**config.mk**
```make
export PLATFORM = sky130hd
export DESIGN_NAME = cop_result_tracker
export DESIGN_NICKNAME = d
export VERILOG_FILES = /design/src/rtl/ctrk_pkg.sv /design/src/rtl/ctrk_flight_ctr.sv /design/src/rtl/ctrk_pair_hold.sv /design/src/rtl/ctrk_read_ctl.sv /design/src/rtl/cop_result_tracker.sv
export SDC_FILE = /design/constraint.sdc
export NUM_CORES = 1
export LEC_CHECK = 0
export BUFFER_PORTS_ARGS = -buffer_cell sky130_fd_sc_hd__buf_2
export CORE_MARGIN = 2
export CORE_UTILIZATION = 55
export CTS_CLUSTER_SIZE = 30
export DETAILED_ROUTE_END_ITERATION = 10
export PLACE_DENSITY_LB_ADDON = 0.1
export SYNTH_ARGS = -nofsm -noshare
export SYNTH_HDL_FRONTEND = slang
export SYNTH_HIERARCHICAL = 1
export SYNTH_SLANG_ARGS = --single-unit
```
**constraint.sdc**
```tcl
create_clock -name clk -period 6.05 [get_ports clk]
set_clock_uncertainty 0.05 [all_clocks]
set_input_delay 0.3025 -clock clk [delete_from_list [all_inputs] [get_ports clk]]
set_output_delay 0.3025 -clock clk [all_outputs]
set_load 0.02 [all_outputs]
```
**src/rtl/ctrk_pkg.sv**
```systemverilog
package ctrk_pkg;

  localparam int unsigned OWED_CAP = 4;

  typedef enum logic {HALF_X = 1'b0, HALF_Y = 1'b1} half_e;

  // Up/down step with floor at zero and ceiling at cap; both strobes cancel.
  function automatic int unsigned step_count(int unsigned cur, logic up, logic dn,
                                             int unsigned cap);
    if (up && !dn) return (cur >= cap) ? cap : cur + 1;
    if (dn && !up) return (cur == 0) ? 0 : cur - 1;
    return cur;
  endfunction

  // Owed-read bookkeeping: +2 per arriving pair, -1 per data read, clamp 0..OWED_CAP.
  function automatic logic [2:0] owed_step(logic [2:0] cur, logic add_pair, logic take_one);
    int v;
    v = int'(cur) + (add_pair ? 2 : 0) - (take_one ? 1 : 0);
    if (v > int'(OWED_CAP)) v = int'(OWED_CAP);
    if (v < 0) v = 0;
    return 3'(v);
  endfunction

endpackage

```
**src/rtl/ctrk_flight_ctr.sv**
```systemverilog
module ctrk_flight_ctr
  import ctrk_pkg::*;
#(
  parameter int unsigned MAX_INFLIGHT = 15,
  localparam int unsigned CW = $clog2(MAX_INFLIGHT + 1)
) (
  input  logic          clk,
  input  logic          rst_n,
  input  logic          clr,
  input  logic          inc,
  input  logic          dec,
  output logic [CW-1:0] cnt
);

  always_ff @(posedge clk) begin
    if (!rst_n)   cnt <= '0;
    else if (clr) cnt <= '0;
    else          cnt <= CW'(step_count(int'(cnt), inc, dec, MAX_INFLIGHT));
  end

endmodule

```
**src/rtl/ctrk_pair_hold.sv**
```systemverilog
module ctrk_pair_hold
  import ctrk_pkg::*;
#(
  parameter int unsigned W = 32
) (
  input  logic         clk,
  input  logic         rst_n,
  input  logic         clr,
  input  logic         arr,
  input  logic [W-1:0] ax,
  input  logic [W-1:0] ay,
  input  logic         take_x,
  input  logic         take_y,
  output logic [W-1:0] hx,
  output logic [W-1:0] hy,
  output logic         x_rdy,
  output logic         y_rdy,
  output logic [2:0]   owed,
  output logic         ovr_evt,
  output logic         overrun
);

  logic x_left, y_left;

  // Halves that stay unread after this cycle's read, before any new arrival.
  assign x_left  = x_rdy & ~take_x;
  assign y_left  = y_rdy & ~take_y;
  assign ovr_evt = arr & (x_left | y_left);

  always_ff @(posedge clk) begin
    if (!rst_n) begin
      hx <= '0; hy <= '0;
      x_rdy <= 1'b0; y_rdy <= 1'b0;
      owed <= '0; overrun <= 1'b0;
    end else if (clr) begin
      x_rdy <= 1'b0; y_rdy <= 1'b0;
      owed <= '0; overrun <= 1'b0;
    end else begin
      if (arr) begin
        hx <= ax;
        hy <= ay;
      end
      x_rdy   <= arr | x_left;
      y_rdy   <= arr | y_left;
      owed    <= owed_step(owed, arr, take_x | take_y);
      overrun <= overrun | ovr_evt;
    end
  end

endmodule

```
**src/rtl/ctrk_read_ctl.sv**
```systemverilog
module ctrk_read_ctl
  import ctrk_pkg::*;
#(
  parameter int unsigned W   = 32,
  parameter int unsigned CW  = 4,
  parameter int unsigned LAT = 8,
  localparam int unsigned WCW = $clog2(LAT + 2)
) (
  input  logic          clk,
  input  logic          rst_n,
  input  logic          clr,
  input  logic          rd_x,
  input  logic          rd_y,
  input  logic          x_rdy,
  input  logic          y_rdy,
  input  logic [W-1:0]  hx,
  input  logic [W-1:0]  hy,
  input  logic [CW-1:0] inflight,
  output logic          take_x,
  output logic          take_y,
  output logic          skip_evt,
  output logic          stall,
  output logic          rd_ack,
  output logic [W-1:0]  rd_data,
  output logic          rd_stat,
  output logic          underrun
);

  logic           pend;
  half_e          pend_sel;
  logic [WCW-1:0] wcnt;

  logic  req_new, active, have, serve, hold, timed_out;
  half_e sel;

  assign req_new   = ~pend & (rd_x | rd_y);
  assign sel       = pend ? pend_sel : (rd_x ? HALF_X : HALF_Y);
  assign active    = pend | req_new;
  assign have      = (sel == HALF_X) ? x_rdy : y_rdy;
  assign timed_out = pend & (wcnt == WCW'(LAT));
  assign serve     = active & have & ~clr;
  assign skip_evt  = active & ~have & ~clr & ((inflight == '0) | timed_out);
  assign hold      = active & ~have & ~clr & ~skip_evt;
  assign take_x    = serve & (sel == HALF_X);
  assign take_y    = serve & (sel == HALF_Y);
  assign stall     = pend;

  always_ff @(posedge clk) begin
    if (!rst_n) begin
      pend <= 1'b0; pend_sel <= HALF_X; wcnt <= '0;
      rd_ack <= 1'b0; rd_stat <= 1'b0; rd_data <= '0; underrun <= 1'b0;
    end else if (clr) begin
      rd_ack   <= pend;
      rd_stat  <= 1'b1;
      rd_data  <= '0;
      pend     <= 1'b0;
      wcnt     <= '0;
      underrun <= 1'b0;
    end else begin
      rd_ack   <= serve | skip_evt;
      rd_stat  <= skip_evt;
      rd_data  <= serve ? ((sel == HALF_X) ? hx : hy) : W'(inflight);
      pend     <= hold;
      if (hold && !pend) pend_sel <= sel;
      wcnt     <= (hold && pend) ? wcnt + 1'b1 : '0;
      underrun <= underrun | skip_evt;
    end
  end

endmodule

```
**src/rtl/cop_result_tracker.sv**
```systemverilog
module cop_result_tracker
  import ctrk_pkg::*;
#(
  parameter int unsigned W            = 32,
  parameter int unsigned LAT          = 8,
  parameter int unsigned MAX_INFLIGHT = 15,
  localparam int unsigned CW = $clog2(MAX_INFLIGHT + 1)
) (
  input  logic          clk,
  input  logic          rst_n,
  input  logic          cmd_issue,
  input  logic          res_valid,
  input  logic [W-1:0]  res_x,
  input  logic [W-1:0]  res_y,
  input  logic          rd_x,
  input  logic          rd_y,
  input  logic          flag_clr,
  output logic          rd_ack,
  output logic [W-1:0]  rd_data,
  output logic          rd_stat,
  output logic          stall,
  output logic [CW-1:0] inflight,
  output logic [2:0]    owed,
  output logic          underrun,
  output logic          overrun
);

  logic         take_x, take_y, x_rdy, y_rdy;
  logic         ovr_evt, skip_evt;
  logic [W-1:0] hx, hy;

  ctrk_flight_ctr #(.MAX_INFLIGHT(MAX_INFLIGHT)) u_flight (
    .clk(clk), .rst_n(rst_n), .clr(flag_clr),
    .inc(cmd_issue), .dec(res_valid), .cnt(inflight)
  );

  ctrk_pair_hold #(.W(W)) u_hold (
    .clk(clk), .rst_n(rst_n), .clr(flag_clr),
    .arr(res_valid), .ax(res_x), .ay(res_y),
    .take_x(take_x), .take_y(take_y),
    .hx(hx), .hy(hy), .x_rdy(x_rdy), .y_rdy(y_rdy),
    .owed(owed), .ovr_evt(ovr_evt), .overrun(overrun)
  );

  ctrk_read_ctl #(.W(W), .CW(CW), .LAT(LAT)) u_rd (
    .clk(clk), .rst_n(rst_n), .clr(flag_clr),
    .rd_x(rd_x), .rd_y(rd_y), .x_rdy(x_rdy), .y_rdy(y_rdy),
    .hx(hx), .hy(hy), .inflight(inflight),
    .take_x(take_x), .take_y(take_y), .skip_evt(skip_evt),
    .stall(stall), .rd_ack(rd_ack), .rd_data(rd_data),
    .rd_stat(rd_stat), .underrun(underrun)
  );

endmodule

```
==> impl_results.rst, run 1 <==
.. list-table::
   :header-rows: 1

   * - Metric
     - Value
   * - Net Switching
     - 443 uW
   * - Number of buffers created by CTS
     - 17
   * - Final estimated routing congestion in global placement
     - 0.857
   * - CTS tree
     - yes
   * - Part of the power in registers
     - 40.1%
   * - Tightest Pin Transition
     - 0.918 ns
   * - Final Cycle Share
     - between 50% and 60%
   * - Share of power burned in the clock network
     - slightly above 50%
   * - Post-layout util
     - between 70% and 80%
   * - GR Util All Layers
     - 25.0%
   * - RR Endpoint
     - u_hold/owed[2]$_SDFF_PP0_
   * - Buffer depth of the longest clock path
     - 2
   * - Run status
     - finished, final reports clean
   * - Row cnt
     - 34
   * - Starting density of the core
     - approximately 57%
   * - Number of endpoints failing setup at the final stage
     - 0
   * - Number of sinks on the clock net
     - between 100 and 150
   * - Vias
     - around 4,300
   * - Switching portion of total power
     - 22.3%
   * - Worst skew pair latency
     - approximately 0.50 ns
   * - Diodes inserted
     - 0
   * - Proportion of layout cells with a drive suffix above 1
     - between 30% and 40%
   * - Max H-tree Level
     - 4
   * - Leakage component of the power
     - ~0.0027 uW
   * - Syn nets
     - around 640
   * - Worst setup slack for register-to-register paths
     - 2.89 ns
   * - Cell internal pwr
     - between 1500 and 2000 uW
   * - DRT Pass-1 Iters
     - 5
   * - CTS clock-pin slew for the worst setup and hold paths
     - roughly 0.060 ns
   * - PortBufs
     - around 110
   * - Pin count of the biggest net entering global routing
     - 73
   * - Element type at the critical path start
     - flop
   * - Worst slew margin relative to its limit
     - between 30% and 40%
   * - Yosys warnings
     - 6
   * - Final layout net count
     - 800
   * - Die Span X
     - around 100 um
   * - Nature of the critical path endpoint
     - flop
   * - Critical setup path kind
     - reg -> reg
   * - Number of nets with antenna violations after routing
     - 0
   * - Maximum clock frequency
     - ~320 MHz
   * - CP Data Arrival Time
     - about 3.5 ns
   * - Worst setup path endpoint
     - u_hold/owed[2]$_SDFF_PP0_
   * - Power consumption
     - between 1500 and 2000 uW
   * - Fin Setup TNS
     - 0 ns
   * - Fillers
     - 651
   * - Worst R2R Start
     - u_rd/stall$_SDFF_PP0_
   * - Number of buffers added for setup after CTS
     - 0
   * - Synthesized area per cell
     - 9.05 um2
   * - Synthesized netlist cell count
     - between 500 and 600
   * - IR drop worst, VDD
     - ~0.00020 V
   * - Final critical-path required period
     - 3.16 ns
   * - CP Launch Point
     - u_rd/stall$_SDFF_PP0_
   * - Post-DR vias/cell
     - 5.14
   * - Total instance count after detailed placement
     - 751
   * - Core footprint
     - 8810 um2
   * - Power share of the combinational group
     - about a tenth
   * - PwrDens
     - 298 nW/um2
   * - Area growth from synthesis to final layout
     - 32.1%
   * - Count of non-filler cells in the finished layout
     - about 840
   * - Global route overflow
     - 0
   * - RSZ-0062 raised after global routing
     - false
   * - Post-route worst hold slack
     - 0.0154 ns
   * - Antenna violations before repair
     - 0
   * - Ports
     - around 120
   * - Worst hold path type
     - in -> reg
   * - Final max-slew violation count
     - 0
   * - Avg WL per Cell
     - roughly 14 um
   * - First-pass GRT wire length
     - around 20,000 um
   * - Root buffer cell
     - clkbuf_8
   * - Cell depth of the worst flop-to-flop path
     - 10
   * - DRC marker count from the first detailed-route iteration
     - around 260
   * - Crit path max fanout
     - 30
   * - DRC violations left
     - 0
   * - Total of max-cap violations
     - 0
   * - Critical path data required time
     - 6.39 ns
   * - Vias in the first global route
     - around 4,300
   * - Placed wire-length estimate after detailed placement
     - between 7000 and 8000 um
   * - Die area
     - roughly 10000 um2
   * - Final hold violation count
     - 0
   * - Die H
     - around 100 um
   * - Cell area after technology mapping
     - roughly 5000 um2
   * - Final Routed Wirelength
     - ~12,000 um
==> layer usage <==
metal / up-vias / part of all wire, % / track usage, %
met5: - / 0 / 0
met4: 0 / 1.7 / 8.85
met3: 20 / 5.3 / 6.69
met2: 133 / 50 / 42.1
met1: 1993 / 43 / 30.9
li1: 2148 / - / -
==> cells in the final DEF, fill, tap and decap left out, types with 5 or more instances in the layout <==
cell	instances
dlygate4sd3_1	53
inv_1	19
nor2_1	21
ha_1	12
nand2b_1	5
clkbuf_16	16
nor2b_1	7
nand2_1	189
clkinv_2	5
a21oi_1	31
dfxtp_1	115
a21boi_2	60
buf_2	114
==> final cells by class <==
cell class,count,area (um2),share of cell area [%]
Tap cell,108,135,2.03
Multi-Input combinational cell,391,2440,36.6
Timing Repair Buffer,170,1120,16.8
Clock buffer,20,435,6.53
Sequential cell,115,2300,34.5
Clock inverter,11,160,2.40
Inverter,20,75.1,1.13
==> power by group through the flow <==
stage	combinational (uW)	clock [uW]	sequential (uW)
6_report	187	1000	798
5_1_grt	207	1050	800
4_1_cts	186	1020	798
3_5_place_dp	159	0	814
3_3_place_gp	155	0	813
2_1_floorplan	112	0	815
==> critical path: stages (launching register included) <==
cell and delay [ns]:
dfxtp_1 0.54, inv_2 0.14, mux2_2 0.72, nor3b_1 0.13, or2_2 0.32, ha_1 0.17, inv_1 0.05, ha_1 0.20
fa_1 0.42, nand2b_1 0.14, and3_1 0.17
==> state kept, by name (all words and copies together) (netlist names) <==
name            cells
u_rd/underrun       1
u_hold/overrun      1
u_hold/hy          32
u_rd/wcnt           4
u_rd/rd_data       32
u_hold/hx          32
u_rd/rd_stat        1
u_rd/rd_ack         1
u_rd/pend_sel       1
u_hold/y_rdy        1
u_flight/cnt        4
u_hold/x_rdy        1
u_hold/owed         3
u_rd/stall          1
==> metrics by stage <==
step           setup WS, ns  cell area (um2)
4_1_cts                2.88             6660
3_5_place_dp           2.89             5550
6_report               2.89             6670
5_1_grt                2.70             6670
2_1_floorplan          3.19             5050
3_3_place_gp           2.98             5550
==> worst min path at each step <==
stage                               start  cells past startpoint                          end  slack [ns]
3_3_place_gp   u_hold/hy[26]$_SDFFE_PN0P_                      2  u_rd/rd_data[26]$_SDFF_PP0_        0.39
5_1_grt                          res_x[3]                      3    u_hold/hx[3]$_SDFFE_PN0P_       0.004
4_1_cts                         res_y[14]                      3   u_hold/hy[14]$_SDFFE_PN0P_      0.0003
2_1_floorplan                        rd_x                      1   u_rd/pend_sel$_SDFFE_PN0P_        0.35
6_report                        res_y[14]                      3   u_hold/hy[14]$_SDFFE_PN0P_        0.02
3_5_place_dp   u_hold/hx[12]$_SDFFE_PN0P_                      2  u_rd/rd_data[12]$_SDFF_PP0_        0.39
==> repair_timing <==
item | CTS | global route
hold endpoints to repair | 52 | 1
endpoints found under the setup margin | 0 | 0
resized for setup | 0 | 0
hold buffers | 52 | 1
Note: power is estimated with default switching activity, not from simulation.
==> inputs of run 2 (changes only) <==
--- a/config.mk
+++ b/config.mk
@@ -7,7 +7,7 @@
 export LEC_CHECK = 0
 export BUFFER_PORTS_ARGS = -buffer_cell sky130_fd_sc_hd__buf_2
 export CORE_MARGIN = 2
-export CORE_UTILIZATION = 55
+export CORE_UTILIZATION = 54
 export CTS_CLUSTER_SIZE = 30
 export DETAILED_ROUTE_END_ITERATION = 10
 export PLACE_DENSITY_LB_ADDON = 0.1
==> constraint.sdc (replaced) <==
create_clock -name clk -period 2.92 [get_ports clk]
set_clock_uncertainty 0.05 [all_clocks]
set_input_delay 0.146 -clock clk [delete_from_list [all_inputs] [get_ports clk]]
set_output_delay 0.146 -clock clk [all_outputs]
set_load 0.02 [all_outputs]
==> impl_results.rst, run 2 (synthesis gave the netlist of run 1 again) <==
.. list-table::
   :header-rows: 1

   * - Metric
     - Value
   * - Final hold violation count
     - 0 (unchanged)
   * - Setup slack after placement
     - 0.366 ns (-2.52 ns)
   * - Diodes inserted
     - 0 (unchanged)
   * - Worst hold path type
     - in -> reg
   * - IR drop worst, VDD
     - 0.000412 V (+110%)
   * - Buffer depth of the longest clock path
     - 2 (unchanged)
   * - Number of nets with antenna violations after routing
     - 0 (unchanged)
   * - Final setup margin
     - 0.382 ns (-2.51 ns)
   * - DRT Pass-1 Iters
     - 4 (-1)
   * - Element type at the critical path start
     - flop
   * - Final Cycle Share
     - 86.9% (+35 points)
   * - Vias in the first global route
     - 4,289 (+0.40%)
   * - CTS tree
     - yes
   * - Number of buffers created by CTS
     - 17 (unchanged)
   * - Count of non-filler cells in the finished layout
     - 854 (+2.3%)
   * - Die Span X
     - 101 um (+0.89%)
   * - Area growth from synthesis to final layout
     - 35.3%
   * - Antenna violations before repair
     - 0 (unchanged)
   * - Total instance count after detailed placement
     - 756 (+0.67%)
   * - Worst skew pair latency
     - 0.50 ns (about the same)
   * - Max H-tree Level
     - 4 (unchanged)
   * - RSZ-0062 raised after global routing
     - false
   * - Placed wire-length estimate after detailed placement
     - 6850 um (-3.5%)
   * - Pin count of the biggest net entering global routing
     - 72 (-1.4%)
   * - Root buffer cell
     - clkbuf_8
   * - Core footprint
     - 9150 um2 (+3.9%)
   * - Proportion of layout cells with a drive suffix above 1
     - 30.6% (about the same)
   * - Leakage component of the power
     - 0.00281 uW (+2.3%)
   * - Run status
     - finished, final reports clean
   * - Final max-slew violation count
     - 0 (unchanged)
   * - Global route overflow
     - 0 (unchanged)
   * - Row cnt
     - 35 (+2.9%)
   * - DRC marker count from the first detailed-route iteration
     - 183 (-31%)
   * - GR Util All Layers
     - 24.8% (-0.15 points)
   * - CP Data Arrival Time
     - 2.88 ns (-0.62 ns)
   * - Commonest non-fill, non-tap cells in the layout
     - nand2_1 (189), dfxtp_1 (115), buf_2 (114)
   * - Fin Setup TNS
     - 0 ns (unchanged)
   * - Worst slew margin relative to its limit
     - 30.4% (-7.0 points)
   * - Nature of the critical path endpoint
     - flop
   * - PwrDens
     - 606 nW/um2 (+100%)
   * - Tightest Pin Transition
     - 1.02 ns (+0.103 ns)
   * - Final estimated routing congestion in global placement
     - 0.852 (-0.61%)
   * - Post-layout util
     - 74.7% (-1.1 points)
   * - Ports
     - 115 (unchanged)
   * - Critical setup path kind
     - reg -> reg
   * - Number of endpoints failing setup at the final stage
     - 0 (unchanged)
   * - Final critical-path required period
     - 2.54 ns (-0.624 ns)
   * - Registers with the most flip-flops
     - u_hold/hx: 32 flops, u_hold/hy: 32 flops, u_rd/rd_data: 32 flops
   * - CTS clock-pin slew for the worst setup and hold paths
     - 0.06 ns (about the same)
   * - Total of max-cap violations
     - 0 (unchanged)
   * - Starting density of the core
     - 55.2% (-2.2 points)
   * - Final layout net count
     - 815 (+1.9%)
   * - Avg WL per Cell
     - 14.5 um (+0.34%)
   * - Maximum clock frequency
     - 394 MHz (+25%)
   * - Die H
     - 101 um (+0.89%)
   * - Final Routed Wirelength
     - 12,400 um (+2.6%)
   * - Number of buffers added for setup after CTS
     - 0 (unchanged)
   * - Die area
     - 10,100 um2 (+1.8%)
   * - Post-DR vias/cell
     - 5.10 (-0.88%)
   * - Vias
     - 4,353 (+1.4%)
   * - PortBufs
     - 114 (unchanged)
   * - DRC violations left
     - 0 (unchanged)
   * - First-pass GRT wire length
     - 19,800 um (+0.28%)
   * - Crit path max fanout
     - 9 (-70%)
   * - Leading cell type in the layout, fill and taps excluded
     - nand2_1
   * - Number of sinks on the clock net
     - 115 (unchanged)
   * - Critical path data required time
     - 3.27 ns (-3.12 ns)
[run 2: power by group]
group          switching, uW  total (uW)  internal, uW
sequential              29.6        1650          1620
clock                    752        2080          1330
combinational            208         407           199
total                    990        4140          3150
[run 2: metal layers]
layer / routed length [um] / up-vias / track usage [%]
met3: 508 / 4 / 5.62
met4: 45 / 0 / 7.80
li1: - / 2175 / -
met2: 6330 / 116 / 42.4
met1: 5490 / 2058 / 31.2
met5: 0 / - / 0
[run 2: cell type report]
cell class	instances	area (um2)
clock buffer	18	428
clock inverter	14	179
fill	650	2320
inverter	20	75.1
multi-input combinational	391	2440
sequential	115	2300
tap	111	139
timing repair buffer	185	1270
[run 2: stage by stage]
step	instance area (um2)	power (uW)	hold slack, ns
after floorplan	5050	1920	0.192
after global routing	6830	4290	0.0372
after global placement	5570	2010	0.345
after CTS	6830	4180	0.0189
final	6830	4140	0.0485
after detailed placement	5570	2020	0.349
[run 2: path summary, 6_finish.rpt]
check,start,to,slack [ns],cells past startpoint
max,u_rd/stall$_SDFF_PP0_,u_hold/owed[2]$_SDFF_PP0_,0.38,11
min,flag_clr,u_rd/rd_stat$_SDFF_PN0_,0.05,2
max reg2reg,u_rd/stall$_SDFF_PP0_,u_hold/owed[2]$_SDFF_PP0_,0.38,11
min reg2reg,u_hold/hx[8]$_SDFFE_PN0P_,u_rd/rd_data[8]$_SDFF_PP0_,0.40,2
[run 2: worst max-delay path, stage by stage (launching register included)]
cell      delay [ns]
dfxtp_1         0.32
buf_4           0.17
and2_2          0.18
o21ai_0         0.21
nor2_1          0.08
or2_2           0.28
ha_1            0.18
inv_1           0.05
ha_1            0.19
fa_1            0.43
nand2b_1        0.14
and3_1          0.17
[run 2: timing repair]
action,in CTS,in global routing
resized for setup,0,0
hold buffers,66,0
hold endpoints to repair,67,0
==> inputs of run 3 (changes only) <==
--- a/config.mk
+++ b/config.mk
@@ -10,7 +10,8 @@
 export CORE_UTILIZATION = 54
 export CTS_CLUSTER_SIZE = 30
 export DETAILED_ROUTE_END_ITERATION = 10
-export PLACE_DENSITY_LB_ADDON = 0.1
+export PLACE_DENSITY = 0.8
+export RECOVER_POWER = 50
 export SYNTH_ARGS = -nofsm -noshare
 export SYNTH_HDL_FRONTEND = slang
 export SYNTH_HIERARCHICAL = 1
==> impl_results.rst, run 3 (synthesis gave the netlist of run 1 again) <==
.. list-table::
   :header-rows: 1

   * - Metric
     - Value
   * - Crit path max fanout
     - 7 (-2)
   * - Worst slew margin relative to its limit
     - 12.9% (-17 points)
   * - Leading cell type in the layout, fill and taps excluded
     - nand2_1
   * - Final estimated routing congestion in global placement
     - 0.897 (+5.4%)
   * - Max H-tree Level
     - 4 (unchanged)
   * - DRC marker count from the first detailed-route iteration
     - 226 (+23%)
   * - Maximum clock frequency
     - 370 MHz (-6.0%)
   * - Cell internal pwr
     - 3050 uW (-3.2%)
   * - Number of sinks on the clock net
     - 115 (unchanged)
   * - CP Launch Point
     - u_rd/stall$_SDFF_PP0_
   * - GR Util All Layers
     - 26.6% (+1.8 points)
   * - First-pass GRT wire length
     - 21,300 um (+7.5%)
   * - IR drop worst, VDD
     - 0.000370 V (-10%)
   * - Final layout net count
     - 816 (+0.12%)
   * - Power share of the combinational group
     - 9.9% (about the same)
   * - Die Span X
     - 101 um (unchanged)
   * - Area growth from synthesis to final layout
     - 32.7%
   * - Number of buffers added for setup after CTS
     - 0 (unchanged)
   * - Crit path top cell by count
     - ha_1
   * - DRT Pass-1 Iters
     - 5 (+1)
   * - Die area
     - 10,100 um2 (unchanged)
   * - Quantity of gates resized following cts
     - 0 (unchanged)
   * - Vias in the first global route
     - 4,725 (+10%)
   * - Pin count of the biggest net entering global routing
     - 72 (unchanged)
   * - CTS tree
     - yes
   * - Worst hold path type
     - in -> reg
   * - Critical-path cell list
     - buf_4 -> nor3b_1 -> o21ai_0 -> nor2_1 -> or2_2 -> ha_1 -> inv_1 -> ha_1 -> fa_1 -> nand2b_1 -> and3_1
   * - Root buffer cell
     - clkbuf_8
   * - Run status
     - finished, final reports clean
   * - Worst R2R Start
     - u_rd/stall$_SDFF_PP0_
   * - Registers with the most flip-flops
     - u_hold/hx: 32 flops, u_hold/hy: 32 flops, u_rd/rd_data: 32 flops
   * - Ports
     - 115 (unchanged)
   * - Final hold violation count
     - 0 (unchanged)
   * - Leakage component of the power
     - 0.00261 uW (-7.1%)
   * - Fin Setup TNS
     - 0 ns (unchanged)
   * - Power consumption
     - 4090 uW (-1.4%)
   * - Starting density of the core
     - 55.2% (unchanged)
   * - Total of max-cap violations
     - 0 (unchanged)
   * - Hold path startpoint
     - flag_clr
   * - Vias
     - 4,572 (+5.0%)
   * - Setup slack after placement
     - 0.249 ns (-0.118 ns)
   * - Buffer depth of the longest clock path
     - 2 (unchanged)
   * - PortBufs
     - 114 (unchanged)
   * - Worst skew pair latency
     - 0.51 ns (about the same)
   * - RSZ-0062 raised after global routing
     - false
   * - Part of the power in registers
     - 40.4% (+0.5 points)
   * - Final max-slew violation count
     - 0 (unchanged)
   * - Delay contributed by the slowest stage of the critical path
     - 0.44 ns (about the same)
   * - Nature of the critical path endpoint
     - flop
   * - DRC violations left
     - 0 (unchanged)
   * - Share of power burned in the clock network
     - 49.7% (-0.6 points)
   * - Element type at the critical path start
     - flop
   * - Antenna violations before repair
     - 0 (unchanged)
   * - Row cnt
     - 35 (unchanged)
   * - Avg WL per Cell
     - 15.3 um (+5.6%)
   * - Proportion of layout cells with a drive suffix above 1
     - 22.6% (-8.0 points)
   * - Critical path data required time
     - 3.27 ns (about the same)
   * - Final critical-path required period
     - 2.70 ns (+0.162 ns)
   * - Final Routed Wirelength
     - 13,100 um (+5.7%)
   * - Global route overflow
     - 0 (unchanged)
   * - Net Switching
     - 1030 uW (+4.4%)
   * - CP Data Arrival Time
     - 3.05 ns (+0.17 ns)
   * - Post-DR vias/cell
     - 5.35 (+4.9%)
   * - Die H
     - 101 um (unchanged)
   * - Final Cycle Share
     - 92.5% (+5.5 points)
   * - PwrDens
     - 610 nW/um2 (+0.55%)
   * - Core footprint
     - 9150 um2 (unchanged)
   * - Switching portion of total power
     - 25.3% (+1.4 points)
   * - Tightest Pin Transition
     - 1.31 ns (+0.284 ns)
   * - Final setup margin
     - 0.220 ns (-0.162 ns)
   * - Number of endpoints failing setup at the final stage
     - 0 (unchanged)
   * - Max stage delay cell, worst path
     - dfxtp_1
   * - Number of nets with antenna violations after routing
     - 0 (unchanged)
   * - Critical setup path kind
     - reg -> reg
   * - Diodes inserted
     - 0 (unchanged)
   * - Number of buffers created by CTS
     - 17 (unchanged)
   * - Placed wire-length estimate after detailed placement
     - 7260 um (+6.0%)
   * - Hold bufs inserted after CTS
     - 66 (unchanged)
   * - CTS clock-pin slew for the worst setup and hold paths
     - 0.06 ns (about the same)
   * - Commonest non-fill, non-tap cells in the layout
     - nand2_1 (189), dfxtp_1 (115), buf_2 (70)
run 3: cell count changes in the layout (fill, tap and decap cells not counted), sizes merged:
cell,before,now
inv,23,27
clkbuf,18,62
bufinv,3,2
buf,119,75
clkinvlp,3,2
clkinv,5,4
run 3: worst max-delay path, delay by kind of cell (launching register included):
| kind | cells | cell delay, ns |
|---|---|---|
| simple gates | 5 | 0.76 |
| flops | 1 | 0.44 |
| fa+ha+maj | 3 | 0.82 |
| compound gates | 1 | 0.29 |
| buf+inv | 2 | 0.23 |
run 3: worst paths after layout:
path / endpoint / slack, ns / depth (start not counted)
worst min register to register: u_rd/rd_data[4]$_SDFF_PP0_ / 0.41 / 2
worst max-delay path: u_hold/owed[2]$_SDFF_PP0_ / 0.22 / 11
worst min-delay path: u_rd/rd_stat$_SDFF_PN0_ / 0.03 / 2
worst max register to register: u_hold/owed[2]$_SDFF_PP0_ / 0.22 / 11
run 3: power by group through the flow:
stage / Combinational [uW] / Sequential (uW) / Clock (uW)
3_3_place_gp: 324 / 1680 / 0
3_5_place_dp: 334 / 1680 / 0
4_1_cts: 405 / 1650 / 2060
5_1_grt: 440 / 1660 / 2140
6_report: 403 / 1650 / 2030
2_1_floorplan: 231 / 1690 / 0
run 3: per-layer routing:
metal | global-route usage (%) | share of wire [%] | up-vias
met5 | 0 | 0 | -
met4 | 16.2 | 4.1 | 0
met3 | 5.62 | 5.3 | 46
met2 | 44.6 | 50 | 199
met1 | 31.1 | 41 | 2142
li1 | - | - | 2185
run 3: per-stage QoR:
stage / util (%) / instances / hold WS (ns) / area, um2
floorplan: - / 558 / 0.192 / 5050
global placement: 60.9 / 757 / 0.346 / 5570
detailed placement: 60.9 / 757 / 0.349 / 5570
CTS: 74.5 / 855 / 0.0127 / 6820
global route: 73.2 / 855 / 0.0345 / 6700
finish: 73.2 / 855 / 0.0304 / 6700
run 3: cell type report:
cell class | instances | area (um2)
fill | 656 | 2450
clock buffer | 17 | 414
clock inverter | 15 | 173
inverter | 20 | 75.1
timing repair buffer | 186 | 1220
tap | 111 | 139
multi-input combinational | 391 | 2380
sequential | 115 | 2300
